--- config.mk ---
export PLATFORM = sky130hd
export DESIGN_NAME = serreg_top
export DESIGN_NICKNAME = d
export VERILOG_FILES = /design/src/rtl/serreg_pkg.sv /design/src/rtl/serreg_decode.sv /design/src/rtl/serreg_cfg.sv /design/src/rtl/serreg_flags.sv /design/src/rtl/serreg_rdmux.sv /design/src/rtl/serreg_top.sv
export SDC_FILE = /design/constraint.sdc
export NUM_CORES = 1
export LEC_CHECK = 0
export BUFFER_PORTS_ARGS = -buffer_cell sky130_fd_sc_hd__buf_2
export CAP_MARGIN = 20
export CORE_ASPECT_RATIO = 1.1
export CORE_UTILIZATION = 35
export CTS_CLUSTER_DIAMETER = 120
export DETAILED_ROUTE_END_ITERATION = 8
export PLACE_DENSITY = 0.63
export RECOVER_POWER = 100
export SYNTH_ARGS = -nofsm -noshare
export SYNTH_HDL_FRONTEND = slang
export SYNTH_SLANG_ARGS = --single-unit
--- constraint.sdc ---
create_clock -name clk -period 4.8 [get_ports clk]
set_input_delay 0.72 -clock clk [delete_from_list [all_inputs] [get_ports clk]]
set_output_delay 0.72 -clock clk [all_outputs]
set_load 0.01 [all_outputs]
--- src/rtl/serreg_pkg.sv ---
package serreg_pkg;

  // register offsets
  localparam int OFS_MODE = 'h00;
  localparam int OFS_BAUD = 'h04;
  localparam int OFS_CTRL = 'h08;
  localparam int OFS_TXD  = 'h0C;
  localparam int OFS_STAT = 'h10;
  localparam int OFS_RXD  = 'h14;
  localparam int OFS_FIFO = 'h18;
  localparam int OFS_CNT  = 'h1C;
  localparam int OFS_PORT = 'h20;
  localparam int OFS_LSR  = 'h24;
  localparam int NUM_REGS = 10;

  // write masks
  localparam logic [7:0] MASK_MODE = 8'h7B;
  localparam logic [7:0] MASK_CTRL = 8'hFA;
  localparam logic [7:0] MASK_PORT = 8'hF3;

  // status bit positions
  localparam int B_TEND = 6;
  localparam int B_TDE  = 5;
  localparam int B_BRK  = 4;
  localparam int B_RDF  = 1;
  localparam int B_DR   = 0;

  // control and FIFO-control bit positions
  localparam int C_TE      = 5;
  localparam int C_RIE     = 6;
  localparam int C_TIE     = 7;
  localparam int F_FLUSH   = 1;
  localparam int F_TRIG_LO = 6;

  typedef struct packed {
    logic tend;
    logic tde;
    logic brk;
    logic rdf;
    logic dr;
  } flags_t;

  // one field per decoded offset, first field is the MSB
  typedef struct packed {
    logic mode;
    logic baud;
    logic ctrl;
    logic txd;
    logic stat;
    logic rxd;
    logic fifo;
    logic cnt;
    logic port;
    logic lsr;
  } sel_t;

  function automatic logic [7:0] pack_status(flags_t f);
    logic [7:0] s;
    s         = '0;
    s[B_TEND] = f.tend;
    s[B_TDE]  = f.tde;
    s[B_BRK]  = f.brk;
    s[B_RDF]  = f.rdf;
    s[B_DR]   = f.dr;
    return s;
  endfunction

  function automatic int trig_of(logic [1:0] code);
    case (code)
      2'd0:    return 1;
      2'd1:    return 4;
      2'd2:    return 8;
      default: return 14;
    endcase
  endfunction

endpackage

--- src/rtl/serreg_decode.sv ---
module serreg_decode
  import serreg_pkg::*;
#(
  parameter int ADDR_W = 6
) (
  input  logic [ADDR_W-1:0] addr,
  output sel_t              sel
);

  localparam int OFS_LIST [NUM_REGS] = '{OFS_MODE, OFS_BAUD, OFS_CTRL, OFS_TXD, OFS_STAT,
                                         OFS_RXD, OFS_FIFO, OFS_CNT, OFS_PORT, OFS_LSR};

  logic [NUM_REGS-1:0] hit;

  for (genvar i = 0; i < NUM_REGS; i++) begin : g_hit
    assign hit[NUM_REGS-1-i] = (addr == ADDR_W'(OFS_LIST[i]));
  end

  assign sel = sel_t'(hit);

endmodule

--- src/rtl/serreg_cfg.sv ---
module serreg_cfg
  import serreg_pkg::*;
#(
  parameter int DATA_W = 16,
  parameter int BYTE_W = 8,
  parameter int CNT_W  = 5
) (
  input  logic              clk,
  input  logic              rst,
  input  logic              wr_mode,
  input  logic              wr_baud,
  input  logic              wr_ctrl,
  input  logic              wr_txd,
  input  logic              wr_fifo,
  input  logic              wr_port,
  input  logic [DATA_W-1:0] wdata,
  output logic [BYTE_W-1:0] mode_q,
  output logic [BYTE_W-1:0] baud_q,
  output logic [BYTE_W-1:0] ctrl_q,
  output logic [BYTE_W-1:0] port_q,
  output logic [DATA_W-1:0] fcr_q,
  output logic [BYTE_W-1:0] ctrl_eff,
  output logic [CNT_W-1:0]  trig,
  output logic              fifo_clr,
  output logic              tx_valid,
  output logic [BYTE_W-1:0] tx_data,
  output logic              tx_irq
);

  localparam logic [BYTE_W-1:0] CTRL_RST = BYTE_W'(1) << C_TE;

  logic [BYTE_W-1:0] wbyte;
  assign wbyte = wdata[BYTE_W-1:0];

  // control value that holds for this cycle, including a write in flight
  assign ctrl_eff = wr_ctrl ? (wbyte & BYTE_W'(MASK_CTRL)) : ctrl_q;
  assign trig     = CNT_W'(trig_of(fcr_q[F_TRIG_LO +: 2]));

  always_ff @(posedge clk) begin
    if (rst) begin
      mode_q   <= '0;
      baud_q   <= '1;
      ctrl_q   <= CTRL_RST;
      port_q   <= '0;
      fcr_q    <= '0;
      tx_data  <= '0;
      tx_valid <= 1'b0;
      fifo_clr <= 1'b0;
      tx_irq   <= 1'b0;
    end else begin
      tx_valid <= wr_txd;
      fifo_clr <= wr_fifo && wdata[F_FLUSH];
      if (wr_mode) mode_q <= wbyte & BYTE_W'(MASK_MODE);
      if (wr_baud) baud_q <= wbyte;
      if (wr_ctrl) begin
        ctrl_q <= wbyte & BYTE_W'(MASK_CTRL);
        tx_irq <= wbyte[C_TIE];
      end
      if (wr_port) port_q  <= wbyte & BYTE_W'(MASK_PORT);
      if (wr_fifo) fcr_q   <= wdata;
      if (wr_txd)  tx_data <= wbyte;
    end
  end

  assert_txirq_follow_R7: assert property (@(posedge clk) disable iff (rst)
    (!$past(rst) && $past(wr_ctrl)) |-> (tx_irq == $past(wbyte[C_TIE])));

  assert_txd_strobe_R8: assert property (@(posedge clk) disable iff (rst)
    (!$past(rst) && $past(wr_txd)) |-> (tx_valid && tx_data == $past(wbyte)));

  assert_ctrl_masked_R2: assert property (@(posedge clk) disable iff (rst)
    (ctrl_q & ~BYTE_W'(MASK_CTRL)) == '0);

  assert_flush_pulse_R10: assert property (@(posedge clk) disable iff (rst)
    (!$past(rst) && !$past(wr_fifo)) |-> !fifo_clr);

endmodule

--- src/rtl/serreg_flags.sv ---
module serreg_flags
  import serreg_pkg::*;
#(
  parameter int CNT_W = 5
) (
  input  logic             clk,
  input  logic             rst,
  input  logic             stat_wr,
  input  logic             stat_rd,
  input  logic             ctrl_wr,
  input  logic             txd_wr,
  input  flags_t           keep,      // status write: 1 keeps, 0 clears
  input  logic             ctrl_te_w, // bit 5 of a control write
  input  logic             te,        // stored transmit enable
  input  logic             rie_eff,   // receive interrupt enable in effect
  input  logic             pop,
  input  logic [CNT_W-1:0] cnt,
  input  logic [CNT_W-1:0] trig,
  input  logic             ev_rdf,
  input  logic             ev_dr,
  input  logic             ev_brk,
  output flags_t           flags,
  output logic             rx_irq
);

  flags_t flags_n;
  logic   rx_irq_n;

  always_comb begin
    flags_n = flags;
    if (ctrl_wr && !ctrl_te_w) flags_n.tend = 1'b1;
    if (txd_wr) flags_n.tde = 1'b0;
    if (stat_wr) begin
      if (!keep.tend) flags_n.tend = 1'b0;
      if (!keep.tde)  flags_n.tde  = 1'b0;
      if (!keep.brk)  flags_n.brk  = 1'b0;
      if (!keep.rdf)  flags_n.rdf  = 1'b0;
      if (!keep.dr)   flags_n.dr   = 1'b0;
    end
    if (stat_rd && te) begin
      flags_n.tend = 1'b1;
      flags_n.tde  = 1'b1;
    end
    if (pop && ((cnt - CNT_W'(1)) < trig)) flags_n.rdf = 1'b0;
    // engine events win over any clear in the same cycle
    if (ev_rdf) flags_n.rdf = 1'b1;
    if (ev_dr)  flags_n.dr  = 1'b1;
    if (ev_brk) flags_n.brk = 1'b1;
  end

  always_comb begin
    rx_irq_n = rx_irq;
    if (stat_wr && (!keep.rdf || !keep.dr)) rx_irq_n = 1'b0;
    if (ctrl_wr && !rie_eff) rx_irq_n = 1'b0;
    if (ev_rdf && rie_eff) rx_irq_n = 1'b1;
  end

  always_ff @(posedge clk) begin
    if (rst) begin
      flags  <= '{tend: 1'b1, tde: 1'b1, default: 1'b0};
      rx_irq <= 1'b0;
    end else begin
      flags  <= flags_n;
      rx_irq <= rx_irq_n;
    end
  end

  assert_rearm_R6: assert property (@(posedge clk) disable iff (rst)
    (!$past(rst) && $past(stat_rd && te)) |-> (flags.tend && flags.tde));

  assert_event_wins_R12: assert property (@(posedge clk) disable iff (rst)
    (!$past(rst) && $past(ev_brk)) |-> flags.brk);

  assert_w0c_dr_R4: assert property (@(posedge clk) disable iff (rst)
    (!$past(rst) && $past(stat_wr && !keep.dr && !ev_dr)) |-> !flags.dr);

  assert_rxirq_rise_R5: assert property (@(posedge clk) disable iff (rst)
    $rose(rx_irq) |-> $past(ev_rdf));

  assert_tde_clear_R8: assert property (@(posedge clk) disable iff (rst)
    (!$past(rst) && $past(txd_wr)) |-> !flags.tde);

endmodule

--- src/rtl/serreg_rdmux.sv ---
module serreg_rdmux
  import serreg_pkg::*;
#(
  parameter int DATA_W = 16,
  parameter int BYTE_W = 8,
  parameter int CNT_W  = 5
) (
  input  logic              clk,
  input  logic              rst,
  input  logic              rd,
  input  sel_t              sel,
  input  logic [BYTE_W-1:0] mode_q,
  input  logic [BYTE_W-1:0] baud_q,
  input  logic [BYTE_W-1:0] ctrl_q,
  input  logic [BYTE_W-1:0] port_q,
  input  logic [DATA_W-1:0] fcr_q,
  input  logic [7:0]        status,
  input  logic [BYTE_W-1:0] rx_head,
  input  logic [CNT_W-1:0]  cnt,
  output logic [DATA_W-1:0] rdata,
  output logic              rvalid
);

  logic [DATA_W-1:0] rd_val;

  always_comb begin
    rd_val = '0;
    if (sel.mode) rd_val = DATA_W'(mode_q);
    if (sel.baud) rd_val = DATA_W'(baud_q);
    if (sel.ctrl) rd_val = DATA_W'(ctrl_q);
    if (sel.stat) rd_val = DATA_W'(status);
    if (sel.rxd && cnt != '0) rd_val = DATA_W'(rx_head);
    if (sel.fifo) rd_val = fcr_q;
    if (sel.cnt)  rd_val = DATA_W'(cnt);
    if (sel.port) rd_val = DATA_W'(port_q);
    if (sel.txd || sel.lsr) rd_val = '0;
  end

  always_ff @(posedge clk) begin
    if (rst) begin
      rdata  <= '0;
      rvalid <= 1'b0;
    end else begin
      rvalid <= rd;
      rdata  <= rd ? rd_val : '0;
    end
  end

  assert_idle_zero_R3: assert property (@(posedge clk) disable iff (rst)
    !rvalid |-> (rdata == '0));

  assert_latency_R3: assert property (@(posedge clk) disable iff (rst)
    (!$past(rst) && $past(rd)) |-> rvalid);

endmodule

--- src/rtl/serreg_top.sv ---
module serreg_top
  import serreg_pkg::*;
#(
  parameter int ADDR_W = 6,
  parameter int DATA_W = 16,
  parameter int BYTE_W = 8,
  parameter int CNT_W  = 5
) (
  input  logic              clk,
  input  logic              rst,
  input  logic              bus_wr,
  input  logic              bus_rd,
  input  logic [ADDR_W-1:0] bus_addr,
  input  logic [DATA_W-1:0] bus_wdata,
  output logic [DATA_W-1:0] bus_rdata,
  output logic              bus_rvalid,
  input  logic [CNT_W-1:0]  rxq_count,
  input  logic [BYTE_W-1:0] rxq_data,
  output logic              rxq_pop,
  output logic              rxq_flush,
  output logic [CNT_W-1:0]  rx_trig_level,
  input  logic              ev_rx_ready,
  input  logic              ev_rx_data,
  input  logic              ev_break,
  output logic [BYTE_W-1:0] cfg_mode,
  output logic [BYTE_W-1:0] cfg_baud,
  output logic [BYTE_W-1:0] cfg_ctrl,
  output logic [BYTE_W-1:0] cfg_port,
  output logic              tx_strobe,
  output logic [BYTE_W-1:0] tx_byte,
  output logic              irq_tx,
  output logic              irq_rx
);

  sel_t              sel;
  flags_t            flags;
  flags_t            keep;
  logic [DATA_W-1:0] fcr_q;
  logic [BYTE_W-1:0] ctrl_eff;

  serreg_decode #(.ADDR_W(ADDR_W)) u_dec (
    .addr(bus_addr),
    .sel (sel)
  );

  assign rxq_pop = bus_rd && sel.rxd && (rxq_count != '0);

  assign keep = '{tend: bus_wdata[B_TEND], tde: bus_wdata[B_TDE], brk: bus_wdata[B_BRK],
                  rdf: bus_wdata[B_RDF], dr: bus_wdata[B_DR]};

  serreg_cfg #(.DATA_W(DATA_W), .BYTE_W(BYTE_W), .CNT_W(CNT_W)) u_cfg (
    .clk     (clk),
    .rst     (rst),
    .wr_mode (bus_wr && sel.mode),
    .wr_baud (bus_wr && sel.baud),
    .wr_ctrl (bus_wr && sel.ctrl),
    .wr_txd  (bus_wr && sel.txd),
    .wr_fifo (bus_wr && sel.fifo),
    .wr_port (bus_wr && sel.port),
    .wdata   (bus_wdata),
    .mode_q  (cfg_mode),
    .baud_q  (cfg_baud),
    .ctrl_q  (cfg_ctrl),
    .port_q  (cfg_port),
    .fcr_q   (fcr_q),
    .ctrl_eff(ctrl_eff),
    .trig    (rx_trig_level),
    .fifo_clr(rxq_flush),
    .tx_valid(tx_strobe),
    .tx_data (tx_byte),
    .tx_irq  (irq_tx)
  );

  serreg_flags #(.CNT_W(CNT_W)) u_flags (
    .clk      (clk),
    .rst      (rst),
    .stat_wr  (bus_wr && sel.stat),
    .stat_rd  (bus_rd && sel.stat),
    .ctrl_wr  (bus_wr && sel.ctrl),
    .txd_wr   (bus_wr && sel.txd),
    .keep     (keep),
    .ctrl_te_w(bus_wdata[C_TE]),
    .te       (cfg_ctrl[C_TE]),
    .rie_eff  (ctrl_eff[C_RIE]),
    .pop      (rxq_pop),
    .cnt      (rxq_count),
    .trig     (rx_trig_level),
    .ev_rdf   (ev_rx_ready),
    .ev_dr    (ev_rx_data),
    .ev_brk   (ev_break),
    .flags    (flags),
    .rx_irq   (irq_rx)
  );

  serreg_rdmux #(.DATA_W(DATA_W), .BYTE_W(BYTE_W), .CNT_W(CNT_W)) u_rd (
    .clk    (clk),
    .rst    (rst),
    .rd     (bus_rd),
    .sel    (sel),
    .mode_q (cfg_mode),
    .baud_q (cfg_baud),
    .ctrl_q (cfg_ctrl),
    .port_q (cfg_port),
    .fcr_q  (fcr_q),
    .status (pack_status(flags)),
    .rx_head(rxq_data),
    .cnt    (rxq_count),
    .rdata  (bus_rdata),
    .rvalid (bus_rvalid)
  );

  assert_pop_nonempty_R9: assert property (@(posedge clk) disable iff (rst)
    rxq_pop |-> (rxq_count != '0));

  assert_decode_onehot_R11: assert property (@(posedge clk) disable iff (rst)
    $onehot0(sel));

  assert_lsr_write_inert_R11: assert property (@(posedge clk) disable iff (rst)
    (!$past(rst) && $past(bus_wr && sel.lsr)) |-> $stable(cfg_ctrl));

endmodule

==> metrics, run 1 <==
status finished, violations left; violated checks max-capacitance violations, max-slew violations; crit path kind in -> out; filler instances ~1000; pwr/cell area 295.7 nW/µm²; number of global-route vias before repair 3213; final setup vio count 0; final instance area a little over 4000 µm²; Skew-Pair Late Insertion Delay 350 ps; Mapped Area 3491 µm²; Post-Place Cells slightly below 600; YS warnings 0; number of flops mapped to enable cells by yosys 0; Cell variety after synth between 50 and 60; Routed WL about 11000 µm; commonest cells after routing, fill and taps aside dfxtp_1 (75), clkbuf_1 (60), nand2_1 (58), buf_2 (41), nor2_1 (32); Ant. Diodes 0; multi-input logic area roughly 1700 µm²; grt ovf 0; Post-CTS Resized 0; FF-to-FF path depth 8; Remaining DRCs 0; post-place instance area between 3000 and 4000 µm²; synthesis-to-finish area growth 16.70%; Tmin final roughly 3700 ps; Longest Clk Path Bufs 2; Die Y roughly 110 µm; Avg Inst Size Synth 8.619 µm²; cells after synthesis 405; Post-synth ARST share 0%; vias per cell 5.414; via count 3297; # nets final approximately 530; LEAKAGE around 1.6 nW; pin count of the biggest net entering global routing between 50 and 60; initial antenna violation count 0; DR WL/cell around 18 µm; Pins Over Slew Limit 59; Buffers on Ports 101; sequential area share after synthesis between 40 and 50%; # rows 37; RSZ-0062 raised after global routing no; Max Clock Freq 273.0 MHz; slew margin rel. -64.64%; setup bufs post-CTS 0; Core ar. 9537 µm²; setup TNS 0 ps; All-Layer GR Usage 20.87%; initial drt markers 270; CTS HTree Levels 3; FF-to-FF setup slack slightly above 3000 ps; boundary pin count ~110; crit start category input port; Clock transition at path regs approximately 90 ps; CP Max Fanout 9; Detail Placement HPWL slightly below 8000 µm; register area 1501 µm²; FF-to-FF Start u_cfg.fcr_q[6]; period utilisation layout 76.33%; Final GP Congestion 0.8832; Starting Density 36.60%; Setup crit start rxq_count[0]; layout cells sized above 1 a little over an eighth; Root Buffer clkbuf_8; Req. time, crit path between 4000 and 5000 ps; global-route wire length before repair ~17000 µm; CP endpoint kind output pin; First-pass DRT Iterations 4; Post-Layout Cell Count 609; final core utilization a little over two fifths; Critical Path AT between 2000 and 3000 ps; CTS tree done; r2r endpoint u_flags.flags[1]; hold_ws 454.3 ps; VDD IR max 164.9 µV; clk sink count 75; Final Skew about 7.5 ps; commonest non-fill, non-tap cell in the layout dfxtp_1; Hold WC Path Type reg -> reg; Max-cap violations 1; TritonCTS Buffers 9; Worst Tran Pin Value ~2500 ps; final hold vios 0; CTS Hold Bufs 0; Post-synth top flop dfxtp_1; Yosys reg bits 75; die footprint ~10000 µm²; Routed Antenna Nets 0; crit path capture rxq_pop; die width a little under 100 µm
[synth_stat cells (all sizes together) (3+ instances only)]
| cell | instances | area, µm² |
|---|---|---|
| and3 | 13 | 81.33 |
| inv | 14 | 52.55 |
| nor2b | 4 | 25.02 |
| nand2 | 58 | 217.7 |
| o2bb2ai | 4 | 35.03 |
| a31oi | 3 | 18.77 |
| a211oi | 5 | 37.54 |
| nor3 | 4 | 25.02 |
| a221oi | 6 | 52.55 |
| dfxtp | 75 | 1501 |
| a21oi | 31 | 155.2 |
| nand3 | 25 | 135.1 |
| mux2i | 18 | 180.2 |
| nor2 | 32 | 120.1 |
| clkbuf | 17 | 63.81 |
| buf | 20 | 131.4 |
| o32ai | 3 | 26.28 |
| ha | 4 | 50.05 |
| a22oi | 4 | 30.03 |
| nor4 | 4 | 70.07 |
| and2 | 5 | 31.28 |
| nand2b | 4 | 25.02 |
| o21ai | 10 | 50.04 |
| nand3b | 9 | 67.56 |
| nor4b | 4 | 56.30 |
[cells by family (layout without fill, tap and decap cells)]
group / after synthesis / in the layout / share of synthesized area, %
xor gates and xnor gates: 3 / 3 / 0.7528
other: 1 / 7 / 0.1074
DFF: 75 / 75 / 43.01
adders and majority gates: 4 / 4 / 1.434
and+or+nand+nor: 168 / 168 / 25.84
buffers and inverters: 51 / 132 / 7.097
AOI/OAI and AO/OA: 85 / 85 / 16.60
muxes: 18 / 18 / 5.161
[power by group]
part / total (W) / switching [W] / internal (W)
clock network: 0.000465 / 0.000264 / 0.000201
registers: 0.000630 / 0.00000333 / 0.000627
logic: 0.000110 / 0.0000743 / 0.0000354
total: 0.00120 / 0.000342 / 0.000863
[worst min path at each step]
stage	from	end	slack (ps)	depth (start not counted)
final	u_cfg.fcr_q[15]	u_cfg.fcr_q[15]	450	2
after global placement	u_cfg.fcr_q[15]	u_cfg.fcr_q[15]	440	2
after global routing	u_cfg.fcr_q[14]	u_cfg.fcr_q[14]	480	2
after detailed placement	u_cfg.fcr_q[15]	u_cfg.fcr_q[15]	440	2
after CTS	u_cfg.fcr_q[15]	u_cfg.fcr_q[15]	450	2
after floorplan	u_cfg.fcr_q[10]	u_cfg.fcr_q[10]	430	2
[final cells by class]
type                    instances  share of cell area (%)
clock buffers                   9                   3.041
clock inverters                 7                   1.720
inverters                      14                   1.290
multi-input cells             285                   42.75
flip-flops and latches         75                   36.86
well taps                     117                   3.593
repair buffers                102                   10.75
[sequential cells by signal, indices dropped and copies added (netlist names)]
register / count
u_cfg.fcr_q: 16
u_rd.rdata: 16
u_cfg.baud_q: 8
u_cfg.tx_data: 8
u_cfg.mode_q: 6
u_cfg.port_q: 6
u_cfg.ctrl_q: 5
u_flags.flags: 5
u_cfg.fifo_clr: 1
u_cfg.tx_irq: 1
u_cfg.tx_valid: 1
u_flags.rx_irq: 1
u_rd.rvalid: 1
[per-layer routing]
metal / global-route usage, % / wire, µm / vias up
li1: - / - / 1583
met1: 27.77 / 4815 / 1567
met2: 33.40 / 5107 / 133
met3: 4.172 / 697 / 14
met4: 7.983 / 197 / 0
met5: 0 / 0 / -
[critical path: stages]
cell     delay, ps
buf_2          140
inv_1           60
ha_1           230
nor4b_2        190
nor4_1        1150
and2_1         300
buf_2          150
[stage by stage]
step / power (W) / setup slack, ps
2_1_floorplan: 0.0007125 / 2285
3_3_place_gp: 0.0007547 / 1835
3_5_place_dp: 0.0007557 / 1811
4_1_cts: 0.001220 / 1811
5_1_grt: 0.001264 / 970.3
6_report: 0.001205 / 1136
(Power assumes the default switching activity.)
==> run 2, diff against run 1 <==
- clock period: 4.8 -> 3.6 ns (I/O delays scaled with it)
==> metrics, run 2 (synthesis gave the netlist of run 1 again) <==
status complete, no violations; die footprint between 10000 and 15000 µm²; GR Util met3 4.563%; sequential power share 48.3%; RSZ-0062 raised after global routing no; LEAKAGE around 1.6 nW; commonest non-fill, non-tap cell in the layout dfxtp_1; First-pass DRT Iterations 5; layout cells sized above 1 approximately an eighth; Post-CTS Resized 0; cell internal pwr approximately 0.0013 W; Die Y 106.7 µm; Req. time, crit path ~3800 ps; # rows 37; slew margin rel. 1.814%; clk sink count 75; met2 usage between 30% and 40%; DR WL/cell about 18 µm; CTS tree done; grt ovf 0; Pins Over Slew Limit 0; Worst Tran Pin Value between 1000 and 1500 ps; VDD IR max 172.4 µV; register area between 1500 and 2000 µm²; Hold WC Path Type in -> reg; Tot Pwr around 0.0017 W; vias per cell ~5.5; # nets final about 530; final hold vios 0; Starting Density 36.60%; CP endpoint kind flop; gr busiest metal met2; Clock transition at path regs 80 ps; setup bufs post-CTS 0; Routed WL roughly 11000 µm; CP Max Fanout 18; filler instances about 1000; Root Buffer clkbuf_8; crit path kind in -> reg; initial antenna violation count 0; All-Layer GR Usage 20.89%; TritonCTS Buffers 9; Critical Path Slowest Stage Cell nor4b_1; NetSw ~0.00046 W; setup TNS 0 ps; FF-to-FF path depth 8; crit path buf inv count 1; initial drt markers around 200; Detail Placement HPWL 7815 µm; Routed Antenna Nets 0; Critical Path AT around 3300 ps; number of global-route vias before repair just over 3000; final setup vio count 0; Comb power frac between 8 and 9%; Skew-Pair Late Insertion Delay 360 ps; period utilisation layout 83.83%; synthesis-to-finish area growth 17.17%; crit start category input port; clock network fraction of total power 43.5%; Tmin final between 3000 and 4000 ps; Max Clock Freq approximately 330 MHz; Remaining DRCs 0; cell family with most CP delay simple AND/OR/NAND/NOR gates; Final GP Congestion ~0.89; critical-path cell list clkbuf_1, nor4b_1, nand3_1, a211o_1; die width between 90 and 100 µm; commonest cells after routing, fill and taps aside dfxtp_1 (75), clkbuf_1 (61), nand2_1 (58), buf_2 (40), nor2_1 (32); pwr/cell area 425.4 nW/µm²; Longest Clk Path Bufs 2; Max-cap violations 0; Core ar. roughly 9500 µm²; CTS HTree Levels 3; Regs by FF count u_cfg.fcr_q: 16 flops, u_rd.rdata: 16 flops; worst hold path depth 3; slowest stage delay, CP approximately 1300 ps; CTS Hold Bufs 0; Ant. Diodes 0; GRT met1 Usage ~28%; via count around 3300; Crit. path cell count 4; Final Skew roughly 11 ps; pin count of the biggest net entering global routing just under 60; boundary pin count about 110; multi-input logic area 1724 µm²; final core utilization a little over two fifths; Sw Share roughly a quarter; global-route wire length before repair 16680 µm; Buffers on Ports a little over 100
-- run 2: cell count changes in the layout (fill, tap and decap cells not counted), sizes merged --
| cell | change |
|---|---|
| clkbuf | +1 |
| bufinv | +2 |
| buf | -1 |
| clkinv | -3 |
| inv | +1 |
-- run 2: final timing paths --
path | slack, ps | start | end
worst max register to register | 1940 | u_cfg.fcr_q[6] | u_flags.flags[1]
worst min register to register | 450 | u_cfg.fcr_q[12] | u_cfg.fcr_q[12]
worst min-delay path | 410 | ev_rx_data | u_flags.flags[0]
worst max-delay path | 580 | bus_addr[2] | u_cfg.ctrl_q[5]
-- run 2: area by class of cell --
class	instances	share of cell area, %
timing repair buffer	102	10.68
inverter	14	1.285
tap	117	3.579
clock buffer	9	3.028
clock inverter	7	2.570
sequential	75	36.71
multi-input combinational	285	42.15
-- run 2: worst register-to-register path, delay by kind of cell, from the launching register on --
family / cells / cell delay [ps]
flops: 1 / 450
simple gates: 1 / 150
buf+inv: 2 / 150
compound gates: 4 / 550
fa+ha+maj: 1 / 260
-- run 2: routing by layer --
layer	share of wire (%)	routed length [µm]
met5	0	0
met4	1.9	211
met3	6.1	664
met2	46	4970
met1	46	4995
-- run 2: power by group through the flow --
stage | Sequential [W] | Clock (W) | Combinational [W]
finish | 0.000840 | 0.000757 | 0.000143
global route | 0.000841 | 0.000815 | 0.000157
CTS | 0.000840 | 0.000771 | 0.000148
detailed placement | 0.000859 | 0 | 0.000147
global placement | 0.000859 | 0 | 0.000147
floorplan | 0.000860 | 0 | 0.0000903
-- run 2: metrics by stage --
stage	hold slack [ps]	worst slack, ps	cell area, µm²	cells
floorplan	431.9	1445	3513	411
global placement	438.1	987.6	3978	593
detailed placement	442.8	958.8	3978	593
CTS	403.5	958.8	4207	609
global route	406.1	470.9	4090	609
finish	413.6	582.0	4090	609
==> run 3, diff against run 2 <==
- ABC_AREA: default -> 1
- PLACE_DENSITY: 0.63 -> 0.66
- clock period: 3.6 -> 2.6 ns (I/O delays scaled with it)
==> metrics, run 3 <==
status complete, no violations; Req. time, crit path 2210 ps; Detail Placement HPWL 7433 µm; Ant. Diodes 0; Final GP Congestion roughly 0.9; Min-Delay Startpoint ev_rx_data; commonest non-fill, non-tap cell in the layout nand2_1; initial drt markers roughly 230; via count approximately 3200; global-route wire length before repair between 15000 and 20000 µm; crit start category input port; die footprint between 10000 and 15000 µm²; setup TNS 0 ps; number of global-route vias before repair about 3000; period utilisation layout a little under three quarters; Routed WL roughly 10000 µm; most frequent cells after synthesis nand2_1 (78), dfxtp_1 (75), nor2_1 (61); Avg Inst Size Synth between 7 and 8 µm²; CP Max Fanout 13; VDD IR max ~220 µV; synthesis-to-finish area growth 16.78%; Post-Layout Cell Count 670; Post-CTS Resized 0; sequential area share after synthesis 43.21%; Setup crit start bus_addr[1]; First-pass DRT Iterations 4; Tot Pwr between 0.002 and 0.0025 W; commonest cells after routing, fill and taps aside nand2_1 (81), dfxtp_1 (75), nor2_1 (65), clkbuf_1 (62), inv_1 (51); pin count of the biggest net entering global routing 50; Skew-Pair Late Insertion Delay 360 ps; Die Y between 100 and 150 µm; # rows 37; Buffers on Ports roughly 100; final instance area around 4000 µm²; grt ovf 0; layout cells sized above 1 around 17%; crit path kind in -> out; die width a little under 100 µm; pwr/cell area a little under 600 nW/µm²; Tmin final about 1800 ps; LEAKAGE ~1.9 nW; post-place instance area 3999 µm²; Longest Clk Path Bufs 2; RSZ-0062 raised after global routing no; initial antenna violation count 0; Hold WC Path Type in -> reg; clk sink count between 70 and 80; most frequent cell after synthesis nand2_1; Post-Place Cells around 650; hold_ws 262.3 ps; Max Clock Freq between 500 and 600 MHz; cells after synthesis between 400 and 500; slew margin rel. a little over two fifths; setup bufs post-CTS 0; Starting Density 36.61%; CP endpoint kind output pin; DR WL/cell ~15 µm; r2r endpoint u_flags.flags[1]; Max-cap violations 0; Core ar. 9490 µm²; FF-to-FF setup slack ~1200 ps; # nets final about 590; Worst Tran Pin Value 843.0 ps; FF-to-FF Start u_cfg.fcr_q[6]; number of flops mapped to enable cells by yosys 0; endpoint of the worst hold path u_flags.flags[0]; Cell variety after synth 38; Mapped Area roughly 3500 µm²; Post-synth top flop dfxtp_1; CTS HTree Levels 3; Post-synth ARST share 0%; Pins Over Slew Limit 0; Synth top area share a little over two fifths; worst hold path depth 3; Root Buffer clkbuf_8; Critical Path AT ~1500 ps; boundary pin count about 110; final setup vio count 0; Routed Antenna Nets 0; final hold vios 0; All-Layer GR Usage 19.17%; cell taking the most area after synthesis dfxtp_1; Clock transition at path regs 90 ps; Final Skew roughly 8.3 ps; FF-to-FF path depth 10; Yosys reg bits 75; YS warnings 0; CTS Hold Bufs 0; TritonCTS Buffers 9; CTS tree done; vias per cell ~4.8; filler instances 1019; ranking of synthesized cells by area dfxtp_1 (43%), nand2_1 (8.4%), nor2_1 (6.6%); Remaining DRCs 0; Regs by FF count u_cfg.fcr_q: 16 flops, u_rd.rdata: 16 flops
## run 3: cell count changes after synthesis, sizes merged, moves of 13 or more
cell	before	now
o21ai	10	44
and3	13	0
nor2	32	75
nand2	58	83
inv	14	63
mux2i	18	0
## run 3: per-stage QoR
| stage | util, % | setup WS (ps) |
|---|---|---|
| CTS | 44.52 | 828.2 |
| floorplan | - | 1097 |
| global route | 42.76 | 624.9 |
| global placement | 42.14 | 853.1 |
| finish | 42.76 | 754.2 |
| detailed placement | 42.14 | 817.6 |
## run 3: critical path, stage by stage
cell      delay (ps)
clkbuf_1         110
nor2_4           320
nand2_1          180
nor2_1           160
nand3_1          120
inv_1             60
buf_2            120
## run 3: metal layers
metal,global-route usage [%],share of wire (%)
met1,24.06,45
met2,30.68,45
met5,0,0
met4,10.45,2.8
met3,4.076,6.4
## run 3: how the worst max path moves through the flow
stage                                   to  slack, ps  cells past startpoint
after floorplan           u_flags.flags[1]       1100                     12
final                              rxq_pop        750                      7
after CTS                          rxq_pop        830                      7
after global placement             rxq_pop        850                      7
after detailed placement  u_flags.flags[1]        820                     11
after global routing               rxq_pop        620                      7
## run 3: where the power goes
part / switching (W) / internal [W] / total, W
sequential: 0.00000653 / 0.00116 / 0.00117
combinational: 0.000118 / 0.0000561 / 0.000174
clock: 0.000459 / 0.000572 / 0.00103
total: 0.000584 / 0.00179 / 0.00237
## run 3: area by class of cell
cell class | instances | area (µm²) | share of cell area [%]
timing repair buffer | 102 | 434.2 | 10.70
tap | 117 | 146.4 | 3.608
sequential | 75 | 1501 | 37.00
multi-input combinational | 296 | 1505 | 37.10
clock buffer | 11 | 141.4 | 3.484
clock inverter | 5 | 85.08 | 2.097
inverter | 64 | 244.0 | 6.013
## run 3: cell families (layout without fill, tap and decap cells)
kind of cell	after synthesis	count (layout)	share of synthesized area, %
adders and majority gates	4	4	1.440
buffers and inverters	86	182	11.56
other	1	7	0.1079
xor gates and xnor gates	2	2	0.5042
DFF	75	75	43.21
and+or+nand+nor	195	195	27.80
AOI/OAI and AO/OA	88	88	15.38
